### src/rtl/bam_pkg.sv
// Shared definitions for the binary associative memory.
// Assumes: one operation on the matrix per clock, chosen by strobe priority.
package bam_pkg;

    // Matrix operation selected for the current cycle.
    typedef enum logic [1:0] {
        OP_IDLE   = 2'd0,
        OP_CLEAR  = 2'd1,
        OP_LEARN  = 2'd2,
        OP_RECALL = 2'd3
    } bam_op_e;

    // Bits needed to hold any count from 0 up to n.
    function automatic int count_width(input int n);
        return $clog2(n + 1);
    endfunction

endpackage

### src/rtl/bam_ctrl.sv
// Strobe decoder and threshold register.
// Picks one matrix operation per cycle (clear > learn > recall) and keeps
// the recall threshold, clamped to the row count on write.
// Assumes: strobes are synchronous single-cycle or level signals.
module bam_ctrl #(
    parameter int ROWS = 8,
    parameter int CW   = bam_pkg::count_width(ROWS)
) (
    input  logic                  clk,
    input  logic                  rst_n,
    input  logic                  clear_i,
    input  logic                  learn_i,
    input  logic                  recall_i,
    input  logic                  thr_wr_i,
    input  logic [CW-1:0]         thr_data_i,
    output bam_pkg::bam_op_e      op_o,
    output logic [CW-1:0]         thr_o
);
    import bam_pkg::*;

    localparam logic [CW-1:0] THR_MAX   = CW'(ROWS);
    localparam logic [CW-1:0] THR_RESET = CW'(1);

    logic [CW-1:0] thr_q;
    logic [CW-1:0] thr_clamped;

    // Priority decode of the strobes into a single operation.
    always_comb begin
        if (clear_i)       op_o = OP_CLEAR;
        else if (learn_i)  op_o = OP_LEARN;
        else if (recall_i) op_o = OP_RECALL;
        else               op_o = OP_IDLE;
    end

    // Limit a written threshold to the largest reachable count.
    always_comb begin
        thr_clamped = (thr_data_i > THR_MAX) ? THR_MAX : thr_data_i;
    end

    // Threshold register.
    always_ff @(posedge clk) begin
        if (!rst_n)        thr_q <= THR_RESET;
        else if (thr_wr_i) thr_q <= thr_clamped;
    end

    assign thr_o = thr_q;

endmodule

### src/rtl/bam_row.sv
// One key row of the matrix: COLS one-bit cells.
// On learn with this row's key bit set, ORs the value vector into the row;
// on clear, empties the row. Cells never clear otherwise.
module bam_row #(
    parameter int COLS = 10
) (
    input  logic                  clk,
    input  logic                  rst_n,
    input  bam_pkg::bam_op_e      op_i,
    input  logic                  key_bit_i,
    input  logic [COLS-1:0]       val_i,
    output logic [COLS-1:0]       cells_o
);
    import bam_pkg::*;

    logic [COLS-1:0] cells_q;

    // Cell storage: clear, accumulate, or hold.
    always_ff @(posedge clk) begin
        if (!rst_n)
            cells_q <= '0;
        else if (op_i == OP_CLEAR)
            cells_q <= '0;
        else if (op_i == OP_LEARN && key_bit_i)
            cells_q <= cells_q | val_i;
    end

    assign cells_o = cells_q;

endmodule

### src/rtl/bam_column.sv
// One value column of the recall path: counts set cells in rows selected
// by the key and compares the count with the threshold.
// Purely combinational; the result is registered by the top level.
module bam_column #(
    parameter int ROWS = 8,
    parameter int CW   = bam_pkg::count_width(ROWS)
) (
    input  logic [ROWS-1:0]       col_bits_i,
    input  logic [ROWS-1:0]       key_i,
    input  logic [CW-1:0]         thr_i,
    output logic                  hit_o
);
    logic [CW-1:0] count;

    // Population count of the selected cells in this column.
    always_comb begin
        count = '0;
        for (int r = 0; r < ROWS; r++) begin
            count = count + CW'(col_bits_i[r] & key_i[r]);
        end
    end

    // Threshold decision.
    always_comb begin
        hit_o = (count >= thr_i);
    end

endmodule

### src/rtl/bam_matrix.sv
// Binary associative memory: ROWS x COLS one-bit cells, learned by OR of
// the key/value outer product and recalled by per-column thresholded
// counts. All cells work in parallel; one operation per clock.
// Assumes: single clock domain, synchronous active-low reset.
module bam_matrix #(
    parameter int ROWS = 8,
    parameter int COLS = 10,
    parameter int CW   = bam_pkg::count_width(ROWS)
) (
    input  logic              clk,
    input  logic              rst_n,
    input  logic              clear_i,
    input  logic              learn_i,
    input  logic [ROWS-1:0]   learn_key_i,
    input  logic [COLS-1:0]   learn_val_i,
    input  logic              recall_i,
    input  logic [ROWS-1:0]   recall_key_i,
    input  logic              thr_wr_i,
    input  logic [CW-1:0]     thr_data_i,
    output logic [COLS-1:0]   out_vec_o,
    output logic              out_valid_o
);
    import bam_pkg::*;

    localparam int NCELLS = ROWS * COLS;

    bam_op_e           op;
    logic [CW-1:0]     thr_q;
    logic [COLS-1:0]   row_q [ROWS];
    logic [NCELLS-1:0] cells_flat;
    logic [COLS-1:0]   hits;
    logic [COLS-1:0]   out_q;
    logic              valid_q;

    bam_ctrl #(
        .ROWS (ROWS),
        .CW   (CW)
    ) ctrl_i (
        .clk        (clk),
        .rst_n      (rst_n),
        .clear_i    (clear_i),
        .learn_i    (learn_i),
        .recall_i   (recall_i),
        .thr_wr_i   (thr_wr_i),
        .thr_data_i (thr_data_i),
        .op_o       (op),
        .thr_o      (thr_q)
    );

    // Storage rows, one per key bit.
    for (genvar r = 0; r < ROWS; r++) begin : g_row
        bam_row #(
            .COLS (COLS)
        ) row_i (
            .clk       (clk),
            .rst_n     (rst_n),
            .op_i      (op),
            .key_bit_i (learn_key_i[r]),
            .val_i     (learn_val_i),
            .cells_o   (row_q[r])
        );
        assign cells_flat[r*COLS +: COLS] = row_q[r];
    end

    // Recall columns, one per value bit.
    for (genvar c = 0; c < COLS; c++) begin : g_col
        logic [ROWS-1:0] cbits;

        // Gather this column's cells across all rows.
        always_comb begin
            for (int r = 0; r < ROWS; r++) begin
                cbits[r] = row_q[r][c];
            end
        end

        bam_column #(
            .ROWS (ROWS),
            .CW   (CW)
        ) col_i (
            .col_bits_i (cbits),
            .key_i      (recall_key_i),
            .thr_i      (thr_q),
            .hit_o      (hits[c])
        );
    end

    // Output register: capture on an accepted recall, pulse valid.
    always_ff @(posedge clk) begin
        if (!rst_n) begin
            out_q   <= '0;
            valid_q <= 1'b0;
        end else begin
            valid_q <= (op == OP_RECALL);
            if (op == OP_RECALL) out_q <= hits;
        end
    end

    assign out_vec_o   = out_q;
    assign out_valid_o = valid_q;

endmodule

### config.mk
export PLATFORM = sky130hd
export DESIGN_NAME = bam_matrix
export DESIGN_NICKNAME = d
export VERILOG_FILES = /design/src/rtl/bam_pkg.sv /design/src/rtl/bam_ctrl.sv /design/src/rtl/bam_row.sv /design/src/rtl/bam_column.sv /design/src/rtl/bam_matrix.sv
export SDC_FILE = /design/constraint.sdc
export NUM_CORES = 1
export LEC_CHECK = 0
export BUFFER_PORTS_ARGS = -buffer_cell sky130_fd_sc_hd__buf_2
export CAP_MARGIN = 20
export CORE_UTILIZATION = 44
export CTS_BUF_LIST = sky130_fd_sc_hd__clkbuf_16
export CTS_CLUSTER_SIZE = 16
export DETAILED_ROUTE_END_ITERATION = 12
export GPL_TIMING_DRIVEN = 0
export MAX_ROUTING_LAYER = met4
export SLEW_MARGIN = 20
export SYNTH_ARGS = -nofsm -noshare
export SYNTH_HDL_FRONTEND = slang
export SYNTH_SLANG_ARGS = --single-unit
### constraint.sdc
create_clock -name clk -period 5.6 [get_ports clk]
set_clock_uncertainty 0.15 [all_clocks]
set_input_delay 1.12 -clock clk [delete_from_list [all_inputs] [get_ports clk]]
set_output_delay 1.12 -clock clk [all_outputs]
set_load 0.01 [all_outputs]
# After elaboration in Yosys (flattened, before gate mapping)
# Index checks and enable logic that the tools add are counted.
dict set report classes {
  n_addsub 70
  magnitude_cmp 11
  n_eq_ne 3
  mux 4
  bitwise 89
  reduce_logical 9
}
# op n
set op_table {}
lappend op_table {{$add 4x4->4} 70}
lappend op_table {{$and 1x1->1} 80}
lappend op_table {{$or 10x10->10} 8}
lappend op_table {{$ge 4x4->1} 10}
lappend op_table {{$logic_and 1x1->1} 8}
lappend op_table {{$mux 2} 3}
lappend op_table {{$eq 2x2->1 const B} 2}
lappend op_table {{$gt 4x4->1 const B} 1}
lappend op_table {{$mux 4} 1}
lappend op_table {{$eq 2x1->1 const B} 1}
lappend op_table {{$reduce_or 2->1} 1}
lappend op_table {{$not 1->1} 1}
dict set report totals {
  ff_bits 95
  inputBits 36
  output_inout_bits 11
  wordCells 197
}

# Depth between registers and ports, before layout
dict set report depth {
  depth_word 9
  depth_mapped 13
  depth_no_buf 12
}

# Modules after synthesis
# From an unflattened synthesis, not the netlist that was laid out.
dict set report hier_totals {
  cells_unflattened 767
  area_unflattened_um2 6628.9
}
# module n_inst cells_per_inst area_per_inst_um2 seq_area_each_um2
set by_module_without_submodules {}
lappend by_module_without_submodules {bam_row 8 45 381.6 200.2}
lappend by_module_without_submodules {bam_column 10 34 294.0 0.0}
lappend by_module_without_submodules {bam_matrix 1 48 464.2 220.2}
lappend by_module_without_submodules {bam_ctrl 1 19 171.4 80.1}

# Least setup slack after synthesis
# No wires, ideal clock.
dict set report synth_path {
  path_type {input to register}
  start {input port recall_key_i[1]}
  end {register out_q[6] (netlist: out_vec_o[6])}
  setup_time_ps 126
  arrival_time_ps 4535
  required_ps 5324
  setup_slack_ps 790
  stages 13
  n_path_buf 1
  cell_sequence {clkbuf_1 and2_1 fa_1 inv_1 fa_1 inv_1 fa_1 ha_1 fa_1 ha_1 or3b_2 o2111ai_1 a31oi_1}
}
dict set report synth_via {
  elab_chain_len 9
}
# item line
set synth_rtl {}
lappend synth_rtl {{start: declaration} bam_matrix.sv:17} ;# input logic [ROWS-1:0] recall_key_i,
lappend synth_rtl {{$and 1x1->1} bam_column.sv:19} ;# count = count + CW'(col_bits_i[r] & key_i[r]);
lappend synth_rtl {{$add 4x4->4 (7 in a row)} bam_column.sv:19}
lappend synth_rtl {{$ge 4x4->1} bam_column.sv:25} ;# hit_o = (count >= thr_i);
lappend synth_rtl {{end signal: assignment} bam_matrix.sv:94} ;# if (op == OP_RECALL) out_q <= hits;
lappend synth_rtl {{end: declaration} bam_matrix.sv:32} ;# logic [COLS-1:0] out_q;
# No other way between the ends.
# A chain may end at the register's enable or synchronous reset.

# Final worst setup path
# Same ends and word-level chain as after synthesis.

==> impl_results.md <==
- DRC: 0
- I/O Buffers: 34
- DRT iter0 DRCs: about 240
- Clk pwr share: between 40 and 50%
- Kind of critical path: in -> reg
- Synthesized Nets: 768
- Period utilization: between 80% and 90%
- Post-route ant nets: 0
- GP Congestion: 0.796
- Core Region: ~13000 µm²
- Detail Placement HPWL: around 10 mm
- Slew Viols, Final: 0
- Synth cell types: 27
- Final instance area: between 6000 and 7000 µm²
- Final hold viol count: 0
- Most frequent cell after synthesis: a21oi_1
- Worst Hold Class: reg -> reg
- Gate power share: a little over a tenth
- CTS root buffer: clkbuf_16
- CP Launch Point: recall_key_i[1]
- Setup TNS: 0 ns
- Reg2reg start: g_row[7].row_i.cells_o[2]
- Hold Startpoint: g_row[2].row_i.cells_o[6]
- Total grt overflow: 0
- Ant. Diodes: 0
- CP endpoint kind: flip-flop
- Non-Filler Instances: around 840
- H-tree depth: 3
- Switch Pwr: 378 µW
- Slew headroom: roughly two thirds
- Layout fillers: 1213
- Row Count: 41
- Area Growth Syn to Fin: 11.4%
- Antenna violations before repair: 0
- Die area: 13500 µm²
- Ys Warns: 0
- Maximum fanout along the worst path: 10
- Max-cap viol count: 0
- Total GRT Usage: 21.3%
- Total CTS buffers: 9
- Post-synthesis cell count: about 620
- Biggest area consumer among synthesized cells: dfxtp_1
- DR vias: 4218
- I/O pins: 47
- Sequential share of power: 48.7%
- Synth top area cells: dfxtp_1 33%, ha_1 15%, fa_1 14%
- Commonest cells in the netlist: 100 x a21oi_1, 95 x dfxtp_1, 80 x nor2_1
- Clock Sinks: 95
- Final wirelength: around 13 mm
- Die W: around 120 µm
- Predominant post-synthesis flop cell: dfxtp_1
- Register bit total from synthesis: 95
- Run status: finished clean
- Unrepaired setup endpoints after global routing: no
- Final #Nets: 813
- Vias in the first global route: 4109
- Crit path launch type: primary input
- Synth Area per Inst: around 9.3 µm²
- Seq/Total Area, Yosys: around 33%
- Largest net degree at the start of global routing: 17
- Placed cells: 828
- First-pass GRT wire length: about 21 mm
- Req. time, crit path: ~5.7 ns
- Starting Density: between 40% and 50%
- Util after Layout: slightly above 50%
- Worst skew pair latency: 0.35 ns
- Cell area after synthesis: ~5800 µm²
- Post-cts hold buffer count: 0
- CTS max path bufs: 2
- Tmin final: 4.73 ns
- Post-synth top area share: 33.1%
- Die height: about 120 µm
- Post-CTS setup buffer count: 0
- Switching share of power: between 20% and 30%
- Worst Tran Pin Value: approximately 0.52 ns
- Peak VDD IR: ~0.15 mV
- DRT Pass-1 Iters: 4
- Share of layout cells above drive strength 1: between 10% and 20%
- Worst path arrival time: around 4.8 ns
- Pwr Density: 223 nW/µm²
- Async S/R FF share, synth: 0%
- WL/cell: roughly 15 µm
- Internal power: approximately 1100 µW
- Pleak: 0.00304 µW
- Setup violations, final: 0
- Max Fclk: 211 MHz
- DR vias/cell: between 4 and 5
- Area of the multi-input gates: about 3500 µm²
- CTS tree: yes
- Post-synth EDFFs: 0
- Sequential Area: 1900 µm²
- Area after DPL: roughly 6100 µm²
- Clock-pin slew on the worst setup and hold paths: ~0.070 ns
- Post-CTS Resized: 0
[cell families after synthesis]
group                    share of synthesized area [%]
AO/OA/AOI/OAI                                     12.4
XOR/XNOR                                          1.52
adder cells (fa/ha/maj)                           29.1
buffers and inverters                             5.57
flip-flops                                        33.1
multiplexers                                     0.174
AND/OR/NAND/NOR                                   18.2
[critical path, stage by stage]
cell and delay [ns]:
clkbuf_1 0.23, and2_1 0.26, fa_1 0.53, inv_1 0.06
fa_1 0.54, inv_1 0.06, fa_1 0.48, ha_1 0.24
fa_1 0.45, ha_1 0.20, or3b_2 0.44, o2111ai_1 0.11
a31oi_1 0.10
[metrics by stage]
stage,setup WS [ns],total power [µW],hold WS [ns]
5_1_grt,0.744,1490,0.331
2_1_floorplan,0.790,809,0.279
4_1_cts,0.848,1440,0.314
3_5_place_dp,0.483,864,0.297
3_3_place_gp,0.579,858,0.288
6_report,0.866,1430,0.307
[final timing paths]
path | end | slack [ns] | cells after the start
max | out_vec_o[6] | 0.87 | 13
min | g_row[2].row_i.cells_o[6] | 0.31 | 2
max reg2reg | out_vec_o[2] | 1.55 | 12
min reg2reg | g_row[2].row_i.cells_o[6] | 0.31 | 2
[flip-flops by register name, indices dropped and copies added, names as in the netlist]
name and count:
ctrl_i.thr_o 4, out_vec_o 10, out_valid_o 1, g_row.row_i.cells_o 80
[area by class of cell]
type,count,share of cell area (%)
plain buffers,32,2.48
clock buffers,9,3.51
flip-flops and latches,95,29.7
well taps,172,3.36
inverters,43,2.52
multi-input cells,452,55.1
clock inverters,7,0.741
repair buffers,34,2.65
[per-layer routing]
metal / vias to the layer above / share of wire (%) / global-route usage, %
li1: 2157 / - / -
met1: 1949 / 51 / 28.9
met2: 97 / 44 / 32.5
met3: 15 / 3.9 / 2.91
met4: 0 / 1.3 / 7.35
met5: - / 0 / -
[cells in the final DEF (no fill, tap or decap), types with 11 or more instances in the layout]
| cell type | synthesis | final |
|---|---|---|
| inv_1 | 43 | 43 |
| and2_1 | 62 | 62 |
| ha_1 | 70 | 70 |
| nor2_1 | 80 | 80 |
| a21oi_1 | 100 | 100 |
| dfxtp_1 | 95 | 95 |
| buf_2 | 28 | 62 |
| nor2b_1 | 11 | 11 |
| fa_1 | 40 | 40 |
| nand2_1 | 21 | 21 |
[power groups by stage]
stage | logic [µW] | clock network (µW) | registers (µW)
floorplan | 96.5 | 0 | 713
global placement | 146 | 0 | 712
detailed placement | 152 | 0 | 713
CTS | 153 | 594 | 697
global route | 170 | 622 | 698
finish | 151 | 582 | 697
(Power assumes the default switching activity.)
